<file path="src/rtl/cap_timer_pkg.sv">
package cap_timer_pkg;
  typedef struct packed {
    logic       run;
    logic       rsv;
    logic       swcap_n;
    logic [1:0] capmode;
    logic       clr_en;
    logic [1:0] clksel;
  } mode_t;

  localparam logic [7:0] MODE_RST = 8'h20;

  localparam logic [1:0] CAP_OFF   = 2'b00;
  localparam logic [1:0] CAP_RISE  = 2'b01;
  localparam logic [1:0] CAP_PIN2  = 2'b10;
  localparam logic [1:0] CAP_INT2  = 2'b11;

  localparam logic [1:0] CLK_PIN = 2'b00;
  localparam logic [1:0] CLK_T1  = 2'b01;
  localparam logic [1:0] CLK_T4  = 2'b10;
  localparam logic [1:0] CLK_T16 = 2'b11;
endpackage

</file>
<file path="src/rtl/cap_timer_edge.sv">
module cap_timer_edge #(
  parameter int STAGES = 2
) (
  input  logic clk,
  input  logic rst,
  input  logic din,
  output logic rise,
  output logic fall
);
  logic [STAGES-1:0] sync_q;
  logic              prev_q;

  generate
    if (STAGES == 1) begin : g_one
      always_ff @(posedge clk) begin
        if (rst) sync_q <= '0;
        else     sync_q <= din;
      end
    end else begin : g_many
      always_ff @(posedge clk) begin
        if (rst) sync_q <= '0;
        else     sync_q <= {sync_q[STAGES-2:0], din};
      end
    end
  endgenerate

  always_ff @(posedge clk) begin
    if (rst) begin
      prev_q <= 1'b0;
      rise   <= 1'b0;
      fall   <= 1'b0;
    end else begin
      prev_q <= sync_q[STAGES-1];
      rise   <= sync_q[STAGES-1] & ~prev_q;
      fall   <= ~sync_q[STAGES-1] & prev_q;
    end
  end
endmodule

</file>
<file path="src/rtl/cap_timer_count.sv">
module cap_timer_count #(
  parameter int CW = 16
) (
  input  logic          clk,
  input  logic          rst,
  input  logic          step,
  input  logic          clr_en,
  input  logic [CW-1:0] cmp,
  output logic [CW-1:0] count,
  output logic          match
);
  logic at_cmp;
  assign at_cmp = (count == cmp);

  always_ff @(posedge clk) begin
    if (rst) begin
      count <= '0;
      match <= 1'b0;
    end else begin
      match <= step & at_cmp;
      if (step) begin
        if (clr_en && at_cmp) count <= '0;
        else                  count <= count + 1'b1;
      end
    end
  end
endmodule

</file>
<file path="src/rtl/cap_timer_capture.sv">
module cap_timer_capture #(
  parameter int CW = 16
) (
  input  logic          clk,
  input  logic          rst,
  input  logic          sw_cap,
  input  logic          trig0,
  input  logic          trig1,
  input  logic [CW-1:0] count,
  output logic [CW-1:0] cap0,
  output logic [CW-1:0] cap1
);
  always_ff @(posedge clk) begin
    if (rst) begin
      cap0 <= '0;
      cap1 <= '0;
    end else begin
      if (sw_cap || trig0) cap0 <= count;
      if (trig1)           cap1 <= count;
    end
  end
endmodule

</file>
<file path="src/rtl/cap_timer.sv">
module cap_timer
  import cap_timer_pkg::*;
#(
  parameter int CW          = 16,
  parameter int SYNC_STAGES = 2
) (
  input  logic          clk,
  input  logic          rst,
  input  logic          tick1,
  input  logic          tick4,
  input  logic          tick16,
  input  logic          ext_pin,
  input  logic          tmr_in,
  input  logic          mode_we,
  input  logic [7:0]    mode_wdata,
  input  logic          cmp_we,
  input  logic [CW-1:0] cmp_wdata,
  output logic [CW-1:0] count_o,
  output logic [CW-1:0] cap0_o,
  output logic [CW-1:0] cap1_o,
  output logic          match_o,
  output logic          irq_o
);
  mode_t         mode_q;
  logic [CW-1:0] cmp_q;
  logic          pin_rise, pin_fall, int_rise, int_fall;
  logic          src_evt, step, sw_cap, trig0, trig1;

  always_ff @(posedge clk) begin
    if (rst) begin
      mode_q <= mode_t'(MODE_RST);
      cmp_q  <= '1;
    end else begin
      if (mode_we) begin
        mode_q         <= mode_t'(mode_wdata);
        mode_q.swcap_n <= 1'b1;
        mode_q.rsv     <= 1'b0;
      end
      if (cmp_we) cmp_q <= cmp_wdata;
    end
  end

  cap_timer_edge #(.STAGES(SYNC_STAGES)) u_pin_edge (
    .clk(clk), .rst(rst), .din(ext_pin), .rise(pin_rise), .fall(pin_fall));

  cap_timer_edge #(.STAGES(SYNC_STAGES)) u_int_edge (
    .clk(clk), .rst(rst), .din(tmr_in), .rise(int_rise), .fall(int_fall));

  always_comb begin
    case (mode_q.clksel)
      CLK_PIN: src_evt = pin_rise;
      CLK_T1:  src_evt = tick1;
      CLK_T4:  src_evt = tick4;
      default: src_evt = tick16;
    endcase
  end
  assign step = mode_q.run & src_evt;

  always_comb begin
    trig0 = 1'b0;
    trig1 = 1'b0;
    case (mode_q.capmode)
      CAP_RISE: trig0 = pin_rise;
      CAP_PIN2: begin
        trig0 = pin_rise;
        trig1 = pin_fall;
      end
      CAP_INT2: begin
        trig0 = int_rise;
        trig1 = int_fall;
      end
      default: ;
    endcase
  end
  assign sw_cap = mode_we & ~mode_wdata[5];

  cap_timer_count #(.CW(CW)) u_count (
    .clk(clk), .rst(rst), .step(step), .clr_en(mode_q.clr_en),
    .cmp(cmp_q), .count(count_o), .match(match_o));

  cap_timer_capture #(.CW(CW)) u_capture (
    .clk(clk), .rst(rst), .sw_cap(sw_cap), .trig0(trig0), .trig1(trig1),
    .count(count_o), .cap0(cap0_o), .cap1(cap1_o));

  always_ff @(posedge clk) begin
    if (rst) irq_o <= 1'b0;
    else     irq_o <= pin_rise & (mode_q.capmode != CAP_OFF);
  end
endmodule

</file>
<file path="config.mk">
export PLATFORM = sky130hd
export DESIGN_NAME = cap_timer
export DESIGN_NICKNAME = d
export VERILOG_FILES = /design/src/rtl/cap_timer_pkg.sv /design/src/rtl/cap_timer_edge.sv /design/src/rtl/cap_timer_count.sv /design/src/rtl/cap_timer_capture.sv /design/src/rtl/cap_timer.sv
export SDC_FILE = /design/constraint.sdc
export NUM_CORES = 1
export LEC_CHECK = 0
export CORE_UTILIZATION = 44
export CTS_CLUSTER_DIAMETER = 100
export CTS_CLUSTER_SIZE = 40
export DETAILED_ROUTE_END_ITERATION = 16
export PLACE_DENSITY = 0.76
export SYNTH_ARGS = -nofsm -noshare
export SYNTH_HDL_FRONTEND = slang
export SYNTH_SLANG_ARGS = --single-unit
</file>
<file path="constraint.sdc">
create_clock -name clk -period 1.8 [get_ports clk]
set_input_delay 0.27 -clock clk [delete_from_list [all_inputs] [get_ports clk]]
set_output_delay 0.27 -clock clk [all_outputs]
set_load 0.02 [all_outputs]
</file>
# Word-level counts from Yosys, hierarchy flattened
# Cells that the tools add are included.
[totals] ff_bits=82 inputBits=33 output_inout_bits=50 word_cells=47
[op_classes] addsub=1 n_eq_ne=6 mux=4 n_bitwise=13 n_reduce_logical=5
[op_table] operator="adder 16 x 1 -> 16 bit, second input constant" n=1
[op_table] operator="equality test 16 bit" n=1
[op_table] operator="two-way mux 16 bit" n=1
[op_table] operator="AND 1 bit" n=8
[op_table] operator="equality test 2 bit, second input constant" n=3
[op_table] operator="inverter 1 bit" n=5
[op_table] operator="equality test 2 x 1 -> 1 bit, second input constant" n=2
[op_table] operator="one-hot mux 1 bit (2 select lines)" n=2
[op_table] operator="one-hot mux 1 bit (3 select lines)" n=1
[op_table] operator="logical NOT 2 bit" n=1
[op_table] operator="nonzero test 2 bit" n=1
[op_table] operator="OR reduction 2 bit" n=1
[op_table] operator="logical AND 1 bit" n=1
[op_table] operator="logical OR 1 bit" n=1

# Depth between registers and ports, before layout
# Gate-level depths: netlist (run 1).
[depth] ltp_word=4 mapped_depth=7 ltp_nobuf=6

# Cells and area by module
# Synthesis (run 1) repeated with hierarchy kept, for this count alone.
[unflattened] cells_unflattened=330 hier_area_um2=3358.2
[modules_own_cells] module="cap_timer_capture" instances=1 cells_per_inst=123 area_per_inst_um2=1214.9 seq_area_each_um2=640.6
[modules_own_cells] module="cap_timer_count" instances=1 cells_per_inst=102 area_per_inst_um2=954.7 seq_area_each_um2=340.3
[modules_own_cells] module="cap_timer" instances=1 cells_per_inst=85 area_per_inst_um2=920.9 seq_area_each_um2=460.4
[modules_own_cells] module="cap_timer_edge" instances=2 cells_per_inst=10 area_per_inst_um2=133.9 seq_area_each_um2=100.1

# Worst setup path before layout (run 1)
# OpenSTA, ideal clock, no wires.
[synth_timing] path_type="flip-flop to flip-flop" start="register u_count.count[10]" end="register u_count.count[11]" setup_ns=0.115 arrival_ns=1.752 required_time_ns=1.685 slack_ns=-0.067 stages_incl_launch_ff=8 path_buffers=2 synth_period_minus_slack_ns=1.867 path_cell_list="dfxtp_1 -> clkbuf_1 -> xnor2_1 -> nand4_1 -> nor4_2 -> a31o_4 -> buf_6 -> nor2_1"
[synth_between] elab_chain_cells=3 elab_cells_between_ends=4 classes_between="1 x add/sub; 1 x eq/ne; 1 x mux; 1 x reduce/logical"
[synth_lines] element="start: declaration" line="cap_timer_count.sv:9" text="output logic [CW-1:0] count,"
[synth_lines] element="start signal: assignment" line="cap_timer_count.sv:23" text="else count <= count + 1'b1;"
[synth_lines] element="parallel branches: the longest is 2 deep, another holds adder 16 x 1 -> 16 bit"
[synth_lines] element="two-way mux 16 bit (*)" line="cap_timer_count.sv:22" text="if (clr_en && at_cmp) count <= '0;"
# Every way passes the cells marked *.
# A chain may end at the register's enable or synchronous reset.

# Worst setup path after layout (run 1)
[layout_timing] start="register u_count.count[13]" end="output count_o[13]"
[layout_rtl] element="end: declaration" line="cap_timer.sv:18" text="output logic [CW-1:0] count_o,"
# No word-level cell between the ends.

==> results of run 1 <==
## flip-flops by register name (all words and copies together) (netlist names)
| register | cells |
|---|---|
| u_capture.cap0 | 16 |
| cmp_q | 16 |
| u_int_edge.sync_q | 2 |
| u_count.count | 16 |
| u_int_edge.prev_q | 1 |
| u_int_edge.fall | 1 |
| u_pin_edge.rise | 1 |
| mode_q | 6 |
| u_pin_edge.prev_q | 1 |
| u_pin_edge.sync_q | 2 |
| u_count.match | 1 |
| irq_o | 1 |
| u_int_edge.rise | 1 |
| u_pin_edge.fall | 1 |
| u_capture.cap1 | 16 |
## cell usage after synthesis, drive strengths merged, types with 2 or more instances
library cell	count	area share, %
buf	7	1.4
nor2b	24	4.6
clkbuf	16	1.8
nor2	40	4.6
a22oi	2	0.46
a211o	16	4.3
and2	2	0.46
and3	4	0.76
xnor2	25	6.7
nand2	39	4.5
nand4	6	1.1
nor3	5	0.76
dfxtp	82	50
nor4	3	1.2
ha	4	1.5
inv	6	0.69
nor3b	3	0.69
mux2i	23	7.0
xor2	5	1.3
nand3	5	0.76
a21oi	17	2.6
## worst paths after layout
| path | from | endpoint | depth (start not counted) |
|---|---|---|---|
| hold reg to reg | u_pin_edge.prev_q$_SDFF_PP0_ | u_pin_edge.rise$_SDFF_PP0_ | 1 |
| hold / removal | rst | mode_q[1]$_SDFFE_PP0P_ | 2 |
| setup / recovery | u_count.count[13]$_SDFFE_PP0P_ | count_o[13] | 2 |
| setup reg to reg | u_count.count[4]$_SDFFE_PP0P_ | u_count.count[14]$_SDFFE_PP0P_ | 6 |
## through the flow
| step | instances | area, µm² | setup TNS (ns) |
|---|---|---|---|
| after floorplan | 341 | 3289 | 0 |
| after detailed placement | 527 | 4362 | -2.259 |
| after global routing | 546 | 4674 | -0.1189 |
| final | 546 | 4674 | 0 |
| after CTS | 543 | 4621 | 0 |
| after global placement | 527 | 4362 | -1.784 |
## routing by layer
layer  vias up  track usage, %  wire length (µm)
li1       1337               -                 -
met1      1218           26.57              3471
met2        80           31.68              3452
met3        14           3.265               361
met4         0           9.091               157
met5         -               0                 0
## worst register-to-register path, stage by stage, from the launching register on
cell and delay, ns:
dfxtp_1 0.36, xnor2_1 0.23, nand4_1 0.19, nor4_4 0.39, a31o_4 0.23, buf_4 0.16, nor2_1 0.06
## placed cells by master, fill, tap and decap left out, types with 5 or more instances in the layout
cell,Yosys,routed
dfxtp_1,82,80
clkdlybuf4s50_1,0,68
nor2_1,40,40
nand2_1,39,39
buf_4,1,29
xnor2_1,25,25
nor2b_1,24,24
mux2i_1,23,23
a21oi_1,17,17
a211o_1,16,16
clkbuf_8,0,9
inv_1,6,6
nand4_1,6,6
dlygate4sd2_1,0,6
dlymetal6s2s_1,0,6
nand3_1,5,5
xor2_1,5,5
## power breakdown
group          switching (mW)  total [mW]  leakage (nW)  internal [mW]
clock                   0.650        1.71         0.129           1.06
sequential             0.0273        1.88         0.668           1.85
combinational           0.106       0.262          1.11          0.157
total                   0.783        3.85          1.91           3.07
## kinds of logic after synthesis
group	after synthesis	share of synthesized area, %
simple gates	133	19.91
flops	82	50.13
compound gates	39	8.750
xor+xnor	30	8.024
buf+inv	29	3.936
mux	24	7.719
fa+ha+maj	4	1.529
## timing repair
item,4_1_cts,5_1_grt
buffers inserted,0,3
gates resized for setup,7,10
endpoints found under the setup margin,9,20
pin swaps,0,3
hold buffers,0,0
hold endpoints to repair,0,0
## area by class of cell
class | count | area [µm²]
clock buffers | 9 | 123.9
flip-flops and latches | 82 | 1644
clock inverters | 7 | 141.4
inverters | 6 | 22.52
fillers | 605 | 2540
repair buffers | 113 | 1091
well taps | 99 | 123.9
multi-input cells | 230 | 1528
==> impl_metrics.csv, run 1 <==
group,metric,value,unit
yosys,synthCells,341,
status,outcome,"complete, no violations",
setup_path,slowest_stage,"clkdlybuf4s50_1",
layout,drive_above_1_share,13.42,%
timing,setup_viol,0,
floorplanning,initial_core_util,45.39,%
floorplanning,ioPinCount,83,
timing,fin_hold_ws,0.3534,ns
grt,grt_pass1_wl,11610,µm
grt,track_usage,19.89,%
detailed_routing,drtPass1Iterations,4,
floorplanning,num_rows,31,
layout,fin_util,64.79,%
setup_path,cp_slowest_stage_delay,0.62,ns
clock_tree,numClockSinks,82,
detailed_routing,final_antenna_net_count,0,
floorplanning,die_h,88.27,µm
yosys,synth_area,0.003274,mm²
placed_design,post-place-ws,-0.1907,ns
yosys,synth_cell_type_count,34,
setup_path,required,1.53,ns
detailed_routing,vias,2649,
yosys,seq_area_frac_synth,50.13,%
power_and_ir_drop,peakVddDrop,432.8,µV
hold_path,hp-class,"input port to flip-flop",
setup_path,crit_path_max_fanout,5,
setup_path,reg2reg_slack,0.09,ns
yosys,synth_seq_cells,82,
power_and_ir_drop,power_leakage,1.911,nW
grt,grt-ovfl-total,0,
detailed_routing,initialDrtViolationCount,122,
job,cap_violations,0,
setup_path,path_delay_family,"buffers and inverters",
grt,grt_max_degree,33,
timing,min_period,1.762,ns
yosys,async_flop_share,0,%
setup_path,end_kind,"output port",
layout,final_nets,479,
clock_tree,clkTransAtPathRegs,0.08,ns
placed_design,port_buffers,81,
clock_tree,cts_max_path_buffers,2,
timing,slew_violations,0,
clock_tree,cts_tree,"done",
clock_tree,htreeDepth,3,
grt,grt_pass1_vias,2441,
detailed_routing,drt-vias-per-instance,4.852,
yosys,ys.flop_type,"dfxtp_1",
yosys,synth_nets,378,
timing,worst_pin_slew,0.4750,ns
setup_path,cp_num_buf_inv,2,
setup_path,critPathKind,"flip-flop to output port",
timing,clock_skew,0.006115,ns
timing,fin_crit_sh,97.90,%
yosys,synth_warnings,0,
detailed_routing,wire_per_inst,13.63,µm
yosys,syn_avg_cell_area,9.602,µm²
power_and_ir_drop,power.density,824.6,mW/mm²
placed_design,place_congestion,0.8666,
detailed_routing,drc,0,
setup_path,cp-start-kind,"flip-flop",
power_and_ir_drop,power,3.855,mW
timing,hold_viol_final,0,
clock_tree,clk_latency,0.35,ns
floorplanning,dieArea,0.007791,mm²
timing,fmax,567.5,MHz
placed_design,dp_hpwl,5441,µm
clock_tree,cts_buffers,9,
layout,n_antenna_cell,0,
grt,antenna_found_initial,0,
setup_path,cp_data_arrival_time,1.49,ns
layout,syn2layout_area_growth,42.76,%
timing,fin_ws,0.03776,ns
yosys,synth_edf_count,0,
floorplanning,die_w,88.27,µm
clock_tree,root_buffer,"clkbuf_8",
timing,slew_headroom,68.33,%
floorplanning,coreArea,0.007214,mm²
detailed_routing,wl,7443,µm
setup_path,path_cells,"buf_4 -> clkdlybuf4s50_1",
Power figures use the tool's default switching activity.
==> inputs of run 2 (changes only) <==
- SKIP_LAST_GASP: not set -> 1
==> run 2 against run 1 <==
Combinational power is essentially flat. Utilization is essentially flat. Global-route usage is the same. Total power is essentially flat. Clock skew is the same. Cell count is the same. Wire length is the same.
==> impl_metrics.csv, run 2 (synthesis gave the netlist of run 1 again) <==
group,metric,value,unit
detailed_routing,drt-vias-per-instance,4.852,
detailed_routing,drtPass1Iterations,4,
floorplanning,num_rows,31,
layout,final_cell_mix,"dfxtp_1, clkdlybuf4s50_1, nor2_1",
timing,slew_violations,0,
layout,final_nets,479,
setup_path,cp_data_arrival_time,1.49,ns
status,outcome,"complete, no violations",
clock_tree,numClockSinks,82,
setup_path,path_delay_family,"buffers and inverters",
setup_path,cp_num_buf_inv,2,
detailed_routing,initialDrtViolationCount,122,
placed_design,place_congestion,0.8666,
grt,antenna_found_initial,0,
placed_design,dp.cells,527,
clock_tree,htreeDepth,3,
setup_path,slowest_stage,"clkdlybuf4s50_1",
layout,syn2layout_area_growth,42.72,%
floorplanning,die_w,88.27,µm
layout,fin_cells,546,
timing,slew_headroom,68.33,%
detailed_routing,wire_per_inst,13.63,µm
setup_path,required,1.53,ns
floorplanning,ioPinCount,83,
clock_tree,cts_tree,"done",
layout,final_common_cell,"dfxtp_1",
power_and_ir_drop,power.density,824.8,mW/mm²
placed_design,dp_hpwl,5441,µm
grt,grt_pass1_vias,2441,
setup_path,path_cells,"buf_4 -> clkdlybuf4s50_1",
floorplanning,dieArea,0.007791,mm²
timing,min_period,1.762,ns
timing,rsz0062_at_grt,"true",
timing,fmax,567.5,MHz
grt,grt-ovfl-total,0,
detailed_routing,wl,7443,µm
floorplanning,coreArea,0.007214,mm²
job,cap_violations,0,
grt,grt_max_degree,33,
clock_tree,cts_buffers,9,
detailed_routing,vias,2649,
setup_path,end_kind,"output port",
setup_path,cp-start-kind,"flip-flop",
setup_path,ff2ff_path_depth,6,
power_and_ir_drop,power_leakage,1.911,nW
floorplanning,die_h,88.27,µm
timing,fin_crit_sh,97.90,%
timing,setup_viol,0,
timing,clock_skew,0.006115,ns
setup_path,crit_path_max_fanout,5,
detailed_routing,final_antenna_net_count,0,
timing,hold_viol_final,0,
layout,fin_util,64.78,%
clock_tree,clk_latency,0.35,ns
placed_design,port_buffers,81,
setup_path,reg2reg_slack,0.06,ns
clock_tree,cts_max_path_buffers,2,
grt,grt_pass1_wl,11610,µm
hold_path,hold_depth,2,
power_and_ir_drop,power,3.854,mW
clock_tree,root_buffer,"clkbuf_8",
layout,n_antenna_cell,0,
clock_tree,hold_buffers,0,
hold_path,hp-class,"input port to flip-flop",
floorplanning,initial_core_util,45.39,%
timing,worst_pin_slew,0.4750,ns
detailed_routing,drc,0,
grt,track_usage,19.89,%
setup_path,cp_slowest_stage_delay,0.62,ns
setup_path,critPathKind,"flip-flop to output port",
power_and_ir_drop,peakVddDrop,432.8,µV
clock_tree,clkTransAtPathRegs,0.08,ns
setup_path,crit_cells,2,
layout,drive_above_1_share,13.20,%
[run 2: cell counts in the layout (fill, tap and decap cells not counted)]
No cell type changed its count.
[run 2: final cells by class]
cell class | instances | area, µm²
Clock buffer | 9 | 123.9
Clock inverter | 7 | 141.4
Fill cell | 605 | 2541
Inverter | 6 | 22.52
Multi-Input combinational cell | 230 | 1528
Sequential cell | 82 | 1643
Tap cell | 99 | 123.9
Timing Repair Buffer | 113 | 1091
[run 2: power by group]
part           switching (mW)  internal, mW  total, mW
logic                   0.106         0.157      0.262
registers              0.0273          1.85       1.88
clock network           0.650          1.06       1.71
total                   0.783          3.07       3.85
[run 2: layer usage]
metal	vias to the layer above	global-route usage, %	wire length, µm
li1	1337	-	-
met3	14	3.265	361
met2	80	31.68	3452
met1	1218	26.57	3471
met4	0	9.091	157
met5	-	0	0
[run 2: worst register-to-register path: cells and delay by family (launching register included)]
kind | cells | cell delay [ns]
compound gates | 1 | 0.23
xor+xnor | 1 | 0.18
buf+inv | 1 | 0.16
flops | 1 | 0.45
simple gates | 3 | 0.64
[run 2: final timing paths]
| path | startpoint | to |
|---|---|---|
| min | rst | mode_q[1]$_SDFFE_PP0P_ |
| max | u_count.count[13]$_SDFFE_PP0P_ | count_o[13] |
| min reg2reg | u_pin_edge.prev_q$_SDFF_PP0_ | u_pin_edge.rise$_SDFF_PP0_ |
| max reg2reg | u_count.count[0]$_SDFFE_PP0P_ | u_count.count[14]$_SDFFE_PP0P_ |
[run 2: through the flow]
| stage | setup TNS (ns) | hold slack [ns] | worst slack, ns | instance area [µm²] |
|---|---|---|---|---|
| CTS | 0 | 0.3472 | 0.008266 | 4621 |
| global route | -0.5642 | 0.3769 | -0.06417 | 4673 |
| global placement | -1.784 | 0.3906 | -0.1362 | 4362 |
| detailed placement | -2.259 | 0.3985 | -0.1907 | 4362 |
| finish | 0 | 0.3534 | 0.03776 | 4673 |
| floorplan | 0 | 0.3491 | 0.02420 | 3289 |
[run 2: what timing repair did]
item	CTS	global route
gates resized for setup	7	9
endpoints found under the setup margin	9	20
setup buffers	0	3
pin swaps	0	3
